`config.mk`:
```
export PLATFORM = sky130hd
export DESIGN_NAME = rwe_cmd_exec
export DESIGN_NICKNAME = d
export VERILOG_FILES = /design/src/rtl/rwe_pkg.sv /design/src/rtl/rwe_csr.sv /design/src/rtl/rwe_engine.sv /design/src/rtl/rwe_cmd_exec.sv
export SDC_FILE = /design/constraint.sdc
export NUM_CORES = 1
export LEC_CHECK = 0
export BUFFER_PORTS_ARGS = -buffer_cell sky130_fd_sc_hd__buf_2
export CAP_MARGIN = 20
export CORE_ASPECT_RATIO = 0.9
export CORE_MARGIN = 3
export CORE_UTILIZATION = 50
export DETAILED_ROUTE_END_ITERATION = 8
export PLACE_DENSITY = 0.73
export SLEW_MARGIN = 15
export SYNTH_ARGS = -nofsm -noshare
export SYNTH_HDL_FRONTEND = slang
export SYNTH_SLANG_ARGS = --single-unit
```
`constraint.sdc`:
```
create_clock -name clk_i -period 2.9 [get_ports clk_i]
set_input_delay 0 -clock clk_i [delete_from_list [all_inputs] [get_ports clk_i]]
set_output_delay 0 -clock clk_i [all_outputs]
set_load 0.01 [all_outputs]
```
`src/rtl/rwe_pkg.sv`:
```
package rwe_pkg;
  localparam int OFF_W = 20;
  localparam int BE_W  = 4;
  localparam int DW    = 32;
  localparam int IW    = 64;

  localparam logic [7:0] OP_DIRECT  = 8'h01;
  localparam logic [7:0] OP_INDEXED = 8'h09;

  localparam logic [1:0] CSR_CTRL = 2'd0;
  localparam logic [1:0] CSR_HEAD = 2'd1;
  localparam logic [1:0] CSR_TAIL = 2'd2;

  typedef enum logic [1:0] {ST_IDLE, ST_FETCH, ST_WRITE} st_e;
endpackage

```
`src/rtl/rwe_csr.sv`:
```
module rwe_csr import rwe_pkg::*; #(
  parameter int AW         = 32,
  parameter int LINE_BYTES = 64
) (
  input  logic          clk_i,
  input  logic          rst_ni,
  input  logic          we_i,
  input  logic [1:0]    addr_i,
  input  logic [31:0]   wdata_i,
  output logic [31:0]   rdata_o,
  input  logic          busy_i,
  input  logic          op_err_i,
  output logic          start_o,
  output logic [AW-1:0] head_o,
  output logic [AW-1:0] tail_o
);
  localparam int LINE_LSB = $clog2(LINE_BYTES);
  localparam int WORD_LSB = $clog2(IW / 8);

  logic          en_q, err_q;
  logic [AW-1:0] head_q, tail_q;
  logic [AW-1:0] tail_v;
  logic          tail_wr, tail_ok, tail_bad, ctrl_wr, head_wr;

  assign tail_v   = wdata_i[AW-1:0];
  assign ctrl_wr  = we_i && addr_i == CSR_CTRL;
  assign head_wr  = we_i && addr_i == CSR_HEAD && !busy_i;
  assign tail_wr  = we_i && addr_i == CSR_TAIL && en_q && !busy_i;
  assign tail_ok  = tail_v[LINE_LSB-1:0] == '0 && tail_v >= head_q;
  assign start_o  = tail_wr && tail_ok;
  assign tail_bad = tail_wr && !tail_ok;

  always_ff @(posedge clk_i or negedge rst_ni) begin
    if (!rst_ni) begin
      en_q   <= 1'b0;
      err_q  <= 1'b0;
      head_q <= '0;
      tail_q <= '0;
    end else begin
      if (ctrl_wr) en_q <= wdata_i[0];
      if (op_err_i || tail_bad) err_q <= 1'b1;
      else if (ctrl_wr && wdata_i[2]) err_q <= 1'b0;
      if (head_wr) head_q <= {wdata_i[AW-1:WORD_LSB], {WORD_LSB{1'b0}}};
      if (start_o) tail_q <= tail_v;
    end
  end

  always_comb begin
    case (addr_i)
      CSR_CTRL: rdata_o = {29'd0, err_q, busy_i, en_q};
      CSR_HEAD: rdata_o = 32'(head_q);
      CSR_TAIL: rdata_o = 32'(tail_q);
      default:  rdata_o = '0;
    endcase
  end

  assign head_o = head_q;
  assign tail_o = tail_q;

  assert_head_locked_R6: assert property (@(posedge clk_i) disable iff (!rst_ni)
    busy_i |=> $stable(head_q) && $stable(tail_q));
  assert_start_enabled_R10: assert property (@(posedge clk_i) disable iff (!rst_ni)
    start_o |-> en_q && !busy_i);
  assert_err_on_op_R8: assert property (@(posedge clk_i) disable iff (!rst_ni)
    op_err_i |=> err_q);
endmodule

```
`src/rtl/rwe_engine.sv`:
```
module rwe_engine import rwe_pkg::*; #(
  parameter int AW = 32
) (
  input  logic             clk_i,
  input  logic             rst_ni,
  input  logic             start_i,
  input  logic [AW-1:0]    head_i,
  input  logic [AW-1:0]    tail_i,
  output logic             busy_o,
  output logic             op_err_o,
  output logic             mem_req_o,
  output logic [AW-1:0]    mem_addr_o,
  input  logic             mem_rvalid_i,
  input  logic [IW-1:0]    mem_rdata_i,
  output logic             wr_valid_o,
  input  logic             wr_ready_i,
  output logic [OFF_W-1:0] wr_addr_o,
  output logic [DW-1:0]    wr_data_o,
  output logic [BE_W-1:0]  wr_be_o
);
  localparam int STEP = IW / 8;

  st_e              st_q;
  logic [AW-1:0]    fetch_q;
  logic [IW-1:0]    word_q;
  logic [DW-1:0]    rem_q;
  logic [OFF_W-1:0] off_q;
  logic [BE_W-1:0]  be_q;
  logic             half_q, direct_q, in_data_q;
  logic             at_end, take;
  logic [7:0]       op;

  assign at_end     = fetch_q == tail_i;
  assign mem_req_o  = st_q == ST_FETCH && !at_end;
  assign mem_addr_o = fetch_q;
  assign take       = mem_req_o && mem_rvalid_i;
  assign op         = mem_rdata_i[63:56];
  assign op_err_o   = take && !in_data_q && mem_rdata_i != '0 &&
                      op != OP_DIRECT && op != OP_INDEXED;
  assign busy_o     = st_q != ST_IDLE;
  assign wr_valid_o = st_q == ST_WRITE;
  assign wr_addr_o  = off_q;
  assign wr_be_o    = be_q;
  assign wr_data_o  = half_q ? word_q[63:32] : word_q[31:0];

  always_ff @(posedge clk_i or negedge rst_ni) begin
    if (!rst_ni) begin
      st_q      <= ST_IDLE;
      fetch_q   <= '0;
      word_q    <= '0;
      rem_q     <= '0;
      off_q     <= '0;
      be_q      <= '0;
      half_q    <= 1'b0;
      direct_q  <= 1'b0;
      in_data_q <= 1'b0;
    end else begin
      case (st_q)
        ST_IDLE: if (start_i) begin
          st_q      <= ST_FETCH;
          fetch_q   <= head_i;
          in_data_q <= 1'b0;
        end
        ST_FETCH: begin
          if (at_end) st_q <= ST_IDLE;
          else if (take) begin
            fetch_q <= fetch_q + AW'(STEP);
            word_q  <= mem_rdata_i;
            half_q  <= 1'b0;
            if (in_data_q) st_q <= ST_WRITE;
            else if (mem_rdata_i != '0) begin
              off_q <= mem_rdata_i[51:32];
              be_q  <= mem_rdata_i[55:52];
              if (op == OP_DIRECT) begin
                direct_q <= 1'b1;
                st_q     <= ST_WRITE;
              end else if (op == OP_INDEXED) begin
                direct_q  <= 1'b0;
                rem_q     <= mem_rdata_i[31:0];
                in_data_q <= mem_rdata_i[31:0] != '0;
              end else st_q <= ST_IDLE;
            end
          end
        end
        ST_WRITE: if (wr_ready_i) begin
          if (direct_q) st_q <= ST_FETCH;
          else begin
            rem_q <= rem_q - 1'b1;
            if (rem_q == DW'(1)) begin
              in_data_q <= 1'b0;  // pad half, if any, is dropped
              st_q      <= ST_FETCH;
            end else if (!half_q) half_q <= 1'b1;
            else st_q <= ST_FETCH;
          end
        end
        default: st_q <= ST_IDLE;
      endcase
    end
  end

  assert_wr_hold_R9: assert property (@(posedge clk_i) disable iff (!rst_ni)
    wr_valid_o && !wr_ready_i |=> wr_valid_o && $stable(wr_addr_o) &&
    $stable(wr_data_o) && $stable(wr_be_o));
  assert_no_fetch_in_write_R9: assert property (@(posedge clk_i) disable iff (!rst_ni)
    !(mem_req_o && wr_valid_o));
  assert_fetch_window_R5: assert property (@(posedge clk_i) disable iff (!rst_ni)
    mem_req_o |-> mem_addr_o[2:0] == 3'd0 && mem_addr_o < tail_i);
  assert_op_err_stops_R8: assert property (@(posedge clk_i) disable iff (!rst_ni)
    op_err_o |=> !busy_o);
endmodule

```
`src/rtl/rwe_cmd_exec.sv`:
```
module rwe_cmd_exec import rwe_pkg::*; #(
  parameter int AW         = 32,
  parameter int LINE_BYTES = 64
) (
  input  logic             clk_i,
  input  logic             rst_ni,
  input  logic             csr_we_i,
  input  logic [1:0]       csr_addr_i,
  input  logic [31:0]      csr_wdata_i,
  output logic [31:0]      csr_rdata_o,
  output logic             mem_req_o,
  output logic [AW-1:0]    mem_addr_o,
  input  logic             mem_rvalid_i,
  input  logic [63:0]      mem_rdata_i,
  output logic             wr_valid_o,
  input  logic             wr_ready_i,
  output logic [19:0]      wr_addr_o,
  output logic [31:0]      wr_data_o,
  output logic [3:0]       wr_be_o
);
  logic          busy, op_err, start;
  logic [AW-1:0] head, tail;

  rwe_csr #(.AW(AW), .LINE_BYTES(LINE_BYTES)) u_csr (
    .clk_i, .rst_ni,
    .we_i(csr_we_i), .addr_i(csr_addr_i), .wdata_i(csr_wdata_i), .rdata_o(csr_rdata_o),
    .busy_i(busy), .op_err_i(op_err), .start_o(start), .head_o(head), .tail_o(tail)
  );

  rwe_engine #(.AW(AW)) u_engine (
    .clk_i, .rst_ni,
    .start_i(start), .head_i(head), .tail_i(tail), .busy_o(busy), .op_err_o(op_err),
    .mem_req_o, .mem_addr_o, .mem_rvalid_i, .mem_rdata_i,
    .wr_valid_o, .wr_ready_i, .wr_addr_o, .wr_data_o, .wr_be_o
  );

  assert_idle_quiet_R1: assert property (@(posedge clk_i) disable iff (!rst_ni)
    !busy |-> !mem_req_o && !wr_valid_o);
endmodule

```
==> results of run 1 <==
==> Yosys cell counts, drive strengths merged, types with 3 or more instances <==
master	instances
o21ai	53
o211ai	7
a22o	29
o2bb2ai	5
and4	4
o32ai	3
a31oi	12
dfrtp	217
o22ai	16
clkbuf	31
a22oi	14
nor4	32
a221oi	3
inv	41
mux2	176
nand3	32
a32o	6
a211oi	4
and2	7
a21oi	70
nor3	23
ha	32
mux2i	6
xor2	29
or3	4
o22a	7
and3	5
a32oi	4
a41oi	4
o21a	4
o31ai	5
nand2	62
nor2b	4
buf	33
nand4	18
or4	4
nor2	81
==> where the power goes <==
group          switching, mW  internal, mW  total [mW]
Sequential             0.197          3.22        3.42
Clock                   1.18          1.73        2.91
Combinational          0.623         0.603        1.23
==> registers in the layout (all words and copies together), names as in the netlist, 2 cells and up <==
name	cells
u_engine.wr_addr_o	20
u_csr.tail_o	32
u_engine.wr_be_o	4
u_engine.rem_q	32
u_engine.mem_addr_o	29
u_engine.word_q	64
u_engine.st_q	2
u_csr.head_o	29
==> cell type report <==
cell class                 instances  share of cell area
multi-input combinational        786               0.392
clock buffer                      33              0.0433
clock inverter                     5             0.00514
sequential                       217               0.360
inverter                          41              0.0102
timing repair buffer             363               0.165
tap                              297              0.0246
==> kinds of logic after synthesis <==
logic type               Yosys count
AND/OR/NAND/NOR                  285
AO/OA/AOI/OAI                    255
flip-flops                       217
multiplexers                     182
buffers and inverters            105
adder cells (fa/ha/maj)           32
XOR/XNOR                          29
other                              1
==> per-stage QoR <==
| step | std cells | hold slack, ns | area, µm² | power (mW) |
|---|---|---|---|---|
| 2_1_floorplan | 1108 | -0.296 | 11900 | 4.03 |
| 3_3_place_gp | 1603 | -0.0269 | 13400 | 4.51 |
| 3_5_place_dp | 1603 | -0.0185 | 13400 | 4.56 |
| 4_1_cts | 1741 | 0.0355 | 15100 | 7.58 |
| 5_1_grt | 1742 | 0.0747 | 15100 | 7.86 |
| 6_report | 1742 | 0.00900 | 15100 | 7.55 |
==> per-layer routing <==
metal | vias up | global-route usage
met5 | - | 0
li1 | 4751 | -
met3 | 76 | 0.0449
met4 | 0 | 0.0764
met1 | 5156 | 0.422
met2 | 488 | 0.399
==> timing repair <==
item / 4_1_cts / 5_1_grt
endpoints found under the setup margin: 0 / 1
setup buffers: 0 / 1
hold endpoints to repair: 397 / 0
hold buffers: 100 / 0
==> final timing paths <==
check                                                    from                                 end  slack, ns  cells past startpoint
max                               u_csr.head_o[3]$_DFFE_PN0P_        u_csr.tail_o[17]$_DFFE_PN0P_       0.15                      8
min                                                    rst_ni       u_engine.rem_q[7]$_DFFE_PN0P_      0.009                      2
max reg2reg                       u_csr.head_o[3]$_DFFE_PN0P_        u_csr.tail_o[17]$_DFFE_PN0P_       0.15                      8
min reg2reg                u_engine.wr_addr_o[18]$_DFFE_PN0P_  u_engine.wr_addr_o[18]$_DFFE_PN0P_       0.49                      1
max in group asynchronous                              rst_ni        u_csr.head_o[17]$_DFFE_PN0P_       2.05                      3
min in group clk_i                             csr_wdata_i[1]             u_csr.err_q$_DFFE_PN0P_       0.14                      5
==> worst register-to-register path, cell delays in order, from the launching register on <==
cell and delay [ns]:
dfrtp_1 0.44, ha_1 0.29, or4b_1 0.43, a21oi_1 0.17, o211ai_1 0.21, a21boi_4 0.24, o211a_1 0.20, buf_12 0.25
mux2_1 0.39
==> results.sh, run 1 <==
export IMPL_ios=225
export IMPL_synth_xor_area_share=0.0214
export IMPL_syn_inst=1106
export IMPL_maxSlewHeadroom=0.551
export IMPL_skew_ns=0.0136
export IMPL_grt_overflow_total=0
export IMPL_root_buffer="clkbuf_16"
export IMPL_met2WireLength_mm=15.2
export IMPL_avgSynthCellArea_um2=10.7
export IMPL_die_area_mm2=0.0256
export IMPL_antenna_found_initial=0
export IMPL_ant_nets=0
export IMPL_synth_edf_count=0
export IMPL_slowest_stage="dfrtp_1"
export IMPL_netlist_area_leader_share=0.458
export IMPL_rows=52
export IMPL_drt_initial_drc_count=1031
export IMPL_rsz0062_at_grt="false"
export IMPL_pre_cts_ws_ns=0.169
export IMPL_hpwl_mm=25.1
export IMPL_io_buffers=221
export IMPL_synthMuxAreaShare=0.175
export IMPL_route_top_layer_used="met4"
export IMPL_synth_simple_area_share=0.122
export IMPL_grt_use_total=0.273
export IMPL_hold_path_class="in -> async"
export IMPL_synthTopCellsByArea="dfrtp_1, mux2_2, mux2_1"
export IMPL_ys_types=69
export IMPL_report_final_hold_viol_count=0
export IMPL_layout_commonest_cell="buf_2"
export IMPL_tritoncts="yes"
export IMPL_die_w_um=168
export IMPL_grt_max_degree=85
export IMPL_final_cell_mix="buf_2, dfrtp_1, mux2_2"
export IMPL_utilization=0.659
export IMPL_final_setup_tns_ns=0
export IMPL_clock_latency_ns=0.51
export IMPL_required_ns=3.28
export IMPL_path_delay_family="compound AO/OA/AOI/OAI gates"
export IMPL_cp_start_kind="register"
export IMPL_initial_utilization=0.518
export IMPL_seq_area_frac_synth=0.458
export IMPL_cts_max_path_buffers=3
export IMPL_worst_path_largest_cell_delay_ns=0.44
export IMPL_grt_pass1_wl_mm=57.0
export IMPL_n_antenna_cell=0
export IMPL_die_height_um=152
export IMPL_cp_cell_sequence="ha_1, or4b_1, a21oi_1, o211ai_1, a21boi_4, o211a_1, buf_12, mux2_1"
export IMPL_core_mm2=0.0229
export IMPL_wl_mm=35.6
export IMPL_critical_path_class="reg -> reg"
export IMPL_cts_resized_gates=0
export IMPL_tightestPinTransition_ns=0.673
export IMPL_synth_largest_area_cell="dfrtp_1"
export IMPL_setup_viol=0
export IMPL_fin_crit_sh=0.948
export IMPL_cp_max_fo=37
export IMPL_drv_slew=0
export IMPL_grt_pass1_vias=10198
export IMPL_min_period_ns=2.75
export IMPL_ir_worst_vdd_v=0.000410
export IMPL_ys_ff_latch=217
export IMPL_met1Wirelength_mm=16.4
export IMPL_routabilityCongestion=0.934
export IMPL_numCtsBuffers=23
export IMPL_syn_to_final_growth_pct=27.3
export IMPL_drc=0
export IMPL_wl_per_cell_um=20.4
export IMPL_drive_gt1_frac=0.311
export IMPL_ys_warn_count=0
export IMPL_power_density_mw_per_mm2=501
export IMPL_crit_buf_inv=1
export IMPL_route_met3_wl_mm=2.94
export IMPL_num_vias=10471
export IMPL_n_fill_cell=1783
export IMPL_crit_arrival_ns=3.13
export IMPL_async_flop_share=1.00
export IMPL_cts_sinks=217
export IMPL_status="complete, no violations"
export IMPL_final_nets=1567
export IMPL_seqCellArea_mm2=0.00543
export IMPL_cts_htree_levels=1
export IMPL_postLayoutSetupSlackWorst_ns=0.151
export IMPL_maxCapViolCount=0
export IMPL_fmax_ghz=0.364
export IMPL_synth_flop_cell="dfrtp_1"
export IMPL_crit_path_end_kind="register"
export IMPL_path_clk_slew_ns=0.06
export IMPL_drt_pass1_iterations=7
export IMPL_synth_compound_area_share=0.145
export IMPL_synthAdderAreaFrac=0.0338
export IMPL_synth_cell_area_mm2=0.0119
export IMPL_multi_input_area_mm2=0.00592
export IMPL_post_drt_via_cell_ratio=6.01
export IMPL_synth_top_family_by_area="multiplexers"
export IMPL_p_leak_nw=7.61
Note: power is estimated with default switching activity, not from simulation.
==> run 2, diff against run 1 <==
--- a/config.mk
+++ b/config.mk
@@ -11,7 +11,7 @@
 export CORE_MARGIN = 3
 export CORE_UTILIZATION = 50
 export DETAILED_ROUTE_END_ITERATION = 8
-export PLACE_DENSITY = 0.73
+export PLACE_DENSITY = 0.74
 export SLEW_MARGIN = 15
 export SYNTH_ARGS = -nofsm -noshare
 export SYNTH_HDL_FRONTEND = slang
==> run 2 against run 1 <==
Effect of this change:
- clock power is 6.9% higher
- combinational power barely moved
- register-to-register slack better by 0.06 ns
- die area unchanged
- via count fell by 0.86%
- critical path type unchanged
- sequential power hardly changed
- non-clock buffer count fell by 1
- utilization is 0.32 points higher
- sequential share of layout area shrank 0.17 points
- final area increased by 0.48%
- first-iteration DRC count rose by 8.6%
==> results.sh, run 2 (synthesized netlist as in run 1, its figures left out) <==
export IMPL_slowest_stage="dfrtp_1"
export IMPL_grt_pass1_vias=10117
export IMPL_path_clk_slew_ns=0.06
export IMPL_final_nets=1567
export IMPL_cts_sinks=217
export IMPL_path_delay_family="compound AO/OA/AOI/OAI gates"
export IMPL_core_mm2=0.0229
export IMPL_drv_slew=0
export IMPL_drive_gt1_frac=0.314
export IMPL_num_vias=10381
export IMPL_dp_cells=1601
export IMPL_maxSlewHeadroom=0.457
export IMPL_fin_crit_sh=0.926
export IMPL_multi_input_area_mm2=0.00592
export IMPL_utilization=0.662
export IMPL_maxCapViolCount=0
export IMPL_power_density_mw_per_mm2=511
export IMPL_ant_nets=0
export IMPL_seqCellArea_mm2=0.00543
export IMPL_n_fill_cell=1737
export IMPL_fmax_ghz=0.372
export IMPL_cts_resized_gates=0
export IMPL_top_register="u_engine.word_q"
export IMPL_drt_initial_drc_count=1120
export IMPL_routabilityCongestion=0.905
export IMPL_clock_latency_ns=0.53
export IMPL_cp_max_fo=27
export IMPL_die_w_um=168
export IMPL_critical_path_class="reg -> reg"
export IMPL_grt_max_degree=103
export IMPL_drc=0
export IMPL_tightestPinTransition_ns=0.815
export IMPL_required_ns=3.29
export IMPL_rows=52
export IMPL_die_area_mm2=0.0256
export IMPL_final_setup_tns_ns=0
export IMPL_hpwl_mm=25.2
export IMPL_io_buffers=221
export IMPL_wl_per_cell_um=20.6
export IMPL_setup_viol=0
export IMPL_cp_start_kind="register"
export IMPL_tritoncts="yes"
export IMPL_hold_path_class="in -> reg"
export IMPL_die_height_um=152
export IMPL_antenna_found_initial=1
export IMPL_cts_max_path_buffers=3
export IMPL_crit_path_end_kind="register"
export IMPL_grt_pass1_wl_mm=56.9
export IMPL_status="complete, no violations"
export IMPL_layout_commonest_cell="buf_2"
export IMPL_rsz0062_at_grt="false"
export IMPL_finalInstanceArea_mm2=0.0152
export IMPL_placed_area_mm2=0.0133
export IMPL_wl_mm=35.9
export IMPL_root_buffer="clkbuf_16"
export IMPL_syn_to_final_growth_pct=27.9
export IMPL_report_final_hold_viol_count=0
export IMPL_grt_overflow_total=0
export IMPL_instances_no_fill=1748
export IMPL_grt_use_total=0.272
export IMPL_ir_worst_vdd_v=0.000508
export IMPL_worst_path_largest_cell_delay_ns=0.43
export IMPL_post_drt_via_cell_ratio=5.94
export IMPL_ios=225
export IMPL_cp_cell_sequence="ha_1, or4b_1, a21oi_1, o211ai_1, a21boi_4, o211a_1, buf_12, mux2_1"
export IMPL_numCtsBuffers=24
export IMPL_min_period_ns=2.69
export IMPL_largest_reg_flops=64
export IMPL_skew_ns=0.0195
export IMPL_final_cell_mix="buf_2, dfrtp_1, mux2_2"
export IMPL_crit_arrival_ns=3.07
export IMPL_cts_htree_levels=1
export IMPL_p_leak_nw=7.64
export IMPL_drt_pass1_iterations=5
export IMPL_initial_utilization=0.518
export IMPL_crit_buf_inv=1
-- run 2: changes by cell type in the layout (fill, tap and decap cells not counted), sizes merged --
cell / previous run / this run
buf: 263 / 261
clkbuf: 33 / 31
clkinv: 2 / 9
clkinvlp: 1 / 2
diode: 0 / 1
dlygate4sd3: 100 / 101
-- run 2: power by group --
part	switching (mW)	internal, mW	leakage, nW
registers	0.191	3.22	2.91
clock network	1.29	1.81	0.395
logic	0.623	0.604	4.34
total	2.11	5.64	7.64
-- run 2: worst min-delay path, stage by stage --
cell and delay, ns:
buf_2 0.09, or4_1 0.14, nor3_4 0.07, o21ai_0 0.11
a221o_1 0.15
-- run 2: through the flow --
| stage | setup WS, ns | total power [mW] | hold slack (ns) |
|---|---|---|---|
| after floorplan | 0.480 | 4.03 | -0.296 |
| after global placement | 0.274 | 4.51 | 0.122 |
| after detailed placement | 0.154 | 4.56 | 0.120 |
| after CTS | 0.141 | 7.76 | 0.0617 |
| after global routing | 0.0239 | 8.04 | 0.102 |
| final | 0.214 | 7.74 | 0.0793 |
-- run 2: cell type report --
cell class,instances,share of cell area
Antenna cell,1,0.000165
Clock buffer,31,0.0440
Clock inverter,13,0.00916
Inverter,41,0.0102
Multi-Input combinational cell,786,0.390
Sequential cell,217,0.358
Tap cell,297,0.0245
Timing Repair Buffer,362,0.163
-- run 2: repair_timing --
item                                    4_1_cts  5_1_grt
endpoints found under the setup margin        0       15
buffers inserted                              0        1
hold buffers                                101        0
hold endpoints to repair                    286        0
-- run 2: layer usage --
metal  vias to the layer above  GRT usage  routed length [µm]
li1                       4768          -                   -
met1                      5039      0.415               16500
met2                       507      0.402               15600
met3                        67     0.0530                3050
met4                         0     0.0654                 874
met5                         -          0                   0
-- run 2: path summary, 6_finish.rpt --
path	startpoint	end	slack, ns	cells after the start
min in group asynchronous	rst_ni	u_engine.rem_q[14]$_DFFE_PN0P_	0.14	2
hold / removal	csr_wdata_i[1]	u_csr.err_q$_DFFE_PN0P_	0.08	5
hold reg to reg	u_engine.word_q[61]$_DFFE_PN0P_	u_engine.word_q[61]$_DFFE_PN0P_	0.48	1
setup reg to reg	u_csr.head_o[3]$_DFFE_PN0P_	u_csr.tail_o[27]$_DFFE_PN0P_	0.21	8
setup / recovery	u_csr.head_o[3]$_DFFE_PN0P_	u_csr.tail_o[27]$_DFFE_PN0P_	0.21	8
max in group asynchronous	rst_ni	u_engine.word_q[21]$_DFFE_PN0P_	1.88	3
==> run 3, diff against run 2 <==
--- a/config.mk
+++ b/config.mk
@@ -11,6 +11,7 @@
 export CORE_MARGIN = 3
 export CORE_UTILIZATION = 50
 export DETAILED_ROUTE_END_ITERATION = 8
+export HOLD_SLACK_MARGIN = 0.08
 export PLACE_DENSITY = 0.74
 export SLEW_MARGIN = 15
 export SYNTH_ARGS = -nofsm -noshare
==> run 3 against run 2 <==
Effect of this change:
- first-iteration DRC count up 11%
- final area about the same
- register-to-register slack worse by 0.02 ns
- clock power barely moved
- highest routed layer unchanged
- combinational power is essentially flat
- flip-flop and latch count unchanged
- power about the same
- utilization about the same
- cell count about the same
- non-clock buffer count rose by 1
- fmax down 0.73%
- sequential share of layout area about the same
==> results.sh, run 3 (synthesized netlist as in run 1, its figures left out) <==
export IMPL_ios=225
export IMPL_wl_mm=36.1
export IMPL_cts_max_path_buffers=3
export IMPL_core_mm2=0.0229
export IMPL_final_nets=1568
export IMPL_drt_pass1_iterations=6
export IMPL_crit_path_end_kind="register"
export IMPL_layout_commonest_cell="buf_2"
export IMPL_top_register="u_engine.word_q"
export IMPL_cp_max_fo=17
export IMPL_fmax_ghz=0.370
export IMPL_clock_latency_ns=0.53
export IMPL_hpwl_mm=25.2
export IMPL_tightestPinTransition_ns=0.815
export IMPL_placed_area_mm2=0.0133
export IMPL_numCtsBuffers=24
export IMPL_p_leak_nw=7.64
export IMPL_min_period_ns=2.71
export IMPL_num_vias=10437
export IMPL_crit_top_cell="buf_4"
export IMPL_tritoncts="yes"
export IMPL_wl_per_cell_um=20.6
export IMPL_crit_arrival_ns=3.11
export IMPL_drv_slew=0
export IMPL_slowest_stage="dfrtp_1"
export IMPL_cp_cell_sequence="inv_1, ha_1, a21oi_1, nand2_1, a221oi_1, o211ai_1, buf_4, o211ai_4, buf_4, a21boi_0, o22a_1"
export IMPL_worst_path_largest_cell_delay_ns=0.39
export IMPL_report_final_hold_viol_count=0
export IMPL_grt_use_total=0.273
export IMPL_io_buffers=221
export IMPL_maxSlewHeadroom=0.457
export IMPL_rsz0062_at_grt="false"
export IMPL_finalInstanceArea_mm2=0.0152
export IMPL_grt_pass1_wl_mm=56.9
export IMPL_ant_nets=0
export IMPL_grt_pass1_vias=10126
export IMPL_grt_max_degree=103
export IMPL_dp_cells=1601
export IMPL_required_ns=3.30
export IMPL_maxCapViolCount=0
export IMPL_setup_viol=0
export IMPL_grt_overflow_total=0
export IMPL_ir_worst_vdd_v=0.000506
export IMPL_drc=0
export IMPL_pre_cts_ws_ns=0.154
export IMPL_cp_start_kind="register"
export IMPL_antenna_found_initial=1
export IMPL_path_delay_family="compound AO/OA/AOI/OAI gates"
export IMPL_post_drt_via_cell_ratio=5.97
export IMPL_root_buffer="clkbuf_16"
export IMPL_routabilityCongestion=0.905
export IMPL_die_w_um=168
export IMPL_final_setup_tns_ns=0
export IMPL_die_height_um=152
export IMPL_critical_path_class="reg -> reg"
export IMPL_skew_ns=0.0209
export IMPL_n_fill_cell=1737
export IMPL_drive_gt1_frac=0.314
export IMPL_power_density_mw_per_mm2=510
export IMPL_syn_to_final_growth_pct=28.0
export IMPL_cts_htree_levels=1
export IMPL_drt_initial_drc_count=1240
export IMPL_crit_buf_inv=3
export IMPL_holdWs_ns=0.132
export IMPL_final_cell_mix="buf_2, dfrtp_1, mux2_2"
export IMPL_rows=52
export IMPL_path_clk_slew_ns=0.06
export IMPL_largest_reg_flops=64
export IMPL_cts_sinks=217
export IMPL_hold_path_class="in -> async"
export IMPL_instances_no_fill=1749
export IMPL_status="complete, no violations"
export IMPL_die_area_mm2=0.0256
export IMPL_postLayoutSetupSlackWorst_ns=0.195
export IMPL_fin_crit_sh=0.933
export IMPL_initial_utilization=0.518
run 3: cell count changes in the layout (fill, tap and decap cells not counted):
cell,before,now
dlygate4sd3_1,101,102
run 3: routing by layer:
metal,up-vias,routed length [µm],GRT usage
met1,5096,16700,0.416
met5,-,0,0
met4,0,879,0.0654
met3,64,2960,0.0527
li1,4769,-,-
met2,508,15600,0.403
run 3: layout make-up:
| cell class | count | area, µm² | area share |
|---|---|---|---|
| Tap cell | 297 | 372 | 0.0245 |
| Inverter | 41 | 154 | 0.0101 |
| Antenna cell | 1 | 2.50 | 0.000165 |
| Clock buffer | 31 | 667 | 0.0440 |
| Multi-Input combinational cell | 786 | 5920 | 0.390 |
| Timing Repair Buffer | 363 | 2490 | 0.164 |
| Sequential cell | 217 | 5430 | 0.358 |
| Clock inverter | 13 | 139 | 0.00915 |
run 3: what timing repair did:
action / 4_1_cts / 5_1_grt
buffers inserted: 0 / 1
resized for setup: 0 / 0
endpoints found under the hold margin: 288 / 0
hold buffers: 102 / 0
setup endpoints to repair: 0 / 15
run 3: worst paths after layout:
kind / start / slack, ns / endpoint / cells after the start
setup / recovery: u_csr.head_o[30]$_DFFE_PN0P_ / 0.19 / u_engine.mem_addr_o[12]$_DFFE_PN0P_ / 11
hold / removal: rst_ni / 0.13 / u_engine.rem_q[11]$_DFFE_PN0P_ / 2
setup reg to reg: u_csr.head_o[30]$_DFFE_PN0P_ / 0.19 / u_engine.mem_addr_o[12]$_DFFE_PN0P_ / 11
hold reg to reg: u_engine.word_q[59]$_DFFE_PN0P_ / 0.48 / u_engine.word_q[59]$_DFFE_PN0P_ / 1
max in group asynchronous: rst_ni / 1.86 / u_engine.wr_addr_o[7]$_DFFE_PN0P_ / 3
min in group clk_i: mem_rdata_i[60] / 0.25 / u_engine.word_q[60]$_DFFE_PN0P_ / 3
run 3: power breakdown:
part           switching, mW  internal, mW  leakage (nW)
Combinational          0.627         0.605          4.34
Clock                   1.28          1.81         0.395
Sequential             0.191          3.22          2.91
run 3: metrics by stage:
step | power [mW] | utilization
after floorplan | 4.03 | -
after global placement | 4.51 | 0.582
after detailed placement | 4.56 | 0.582
after CTS | 7.76 | 0.662
after global routing | 8.04 | 0.662
final | 7.74 | 0.662
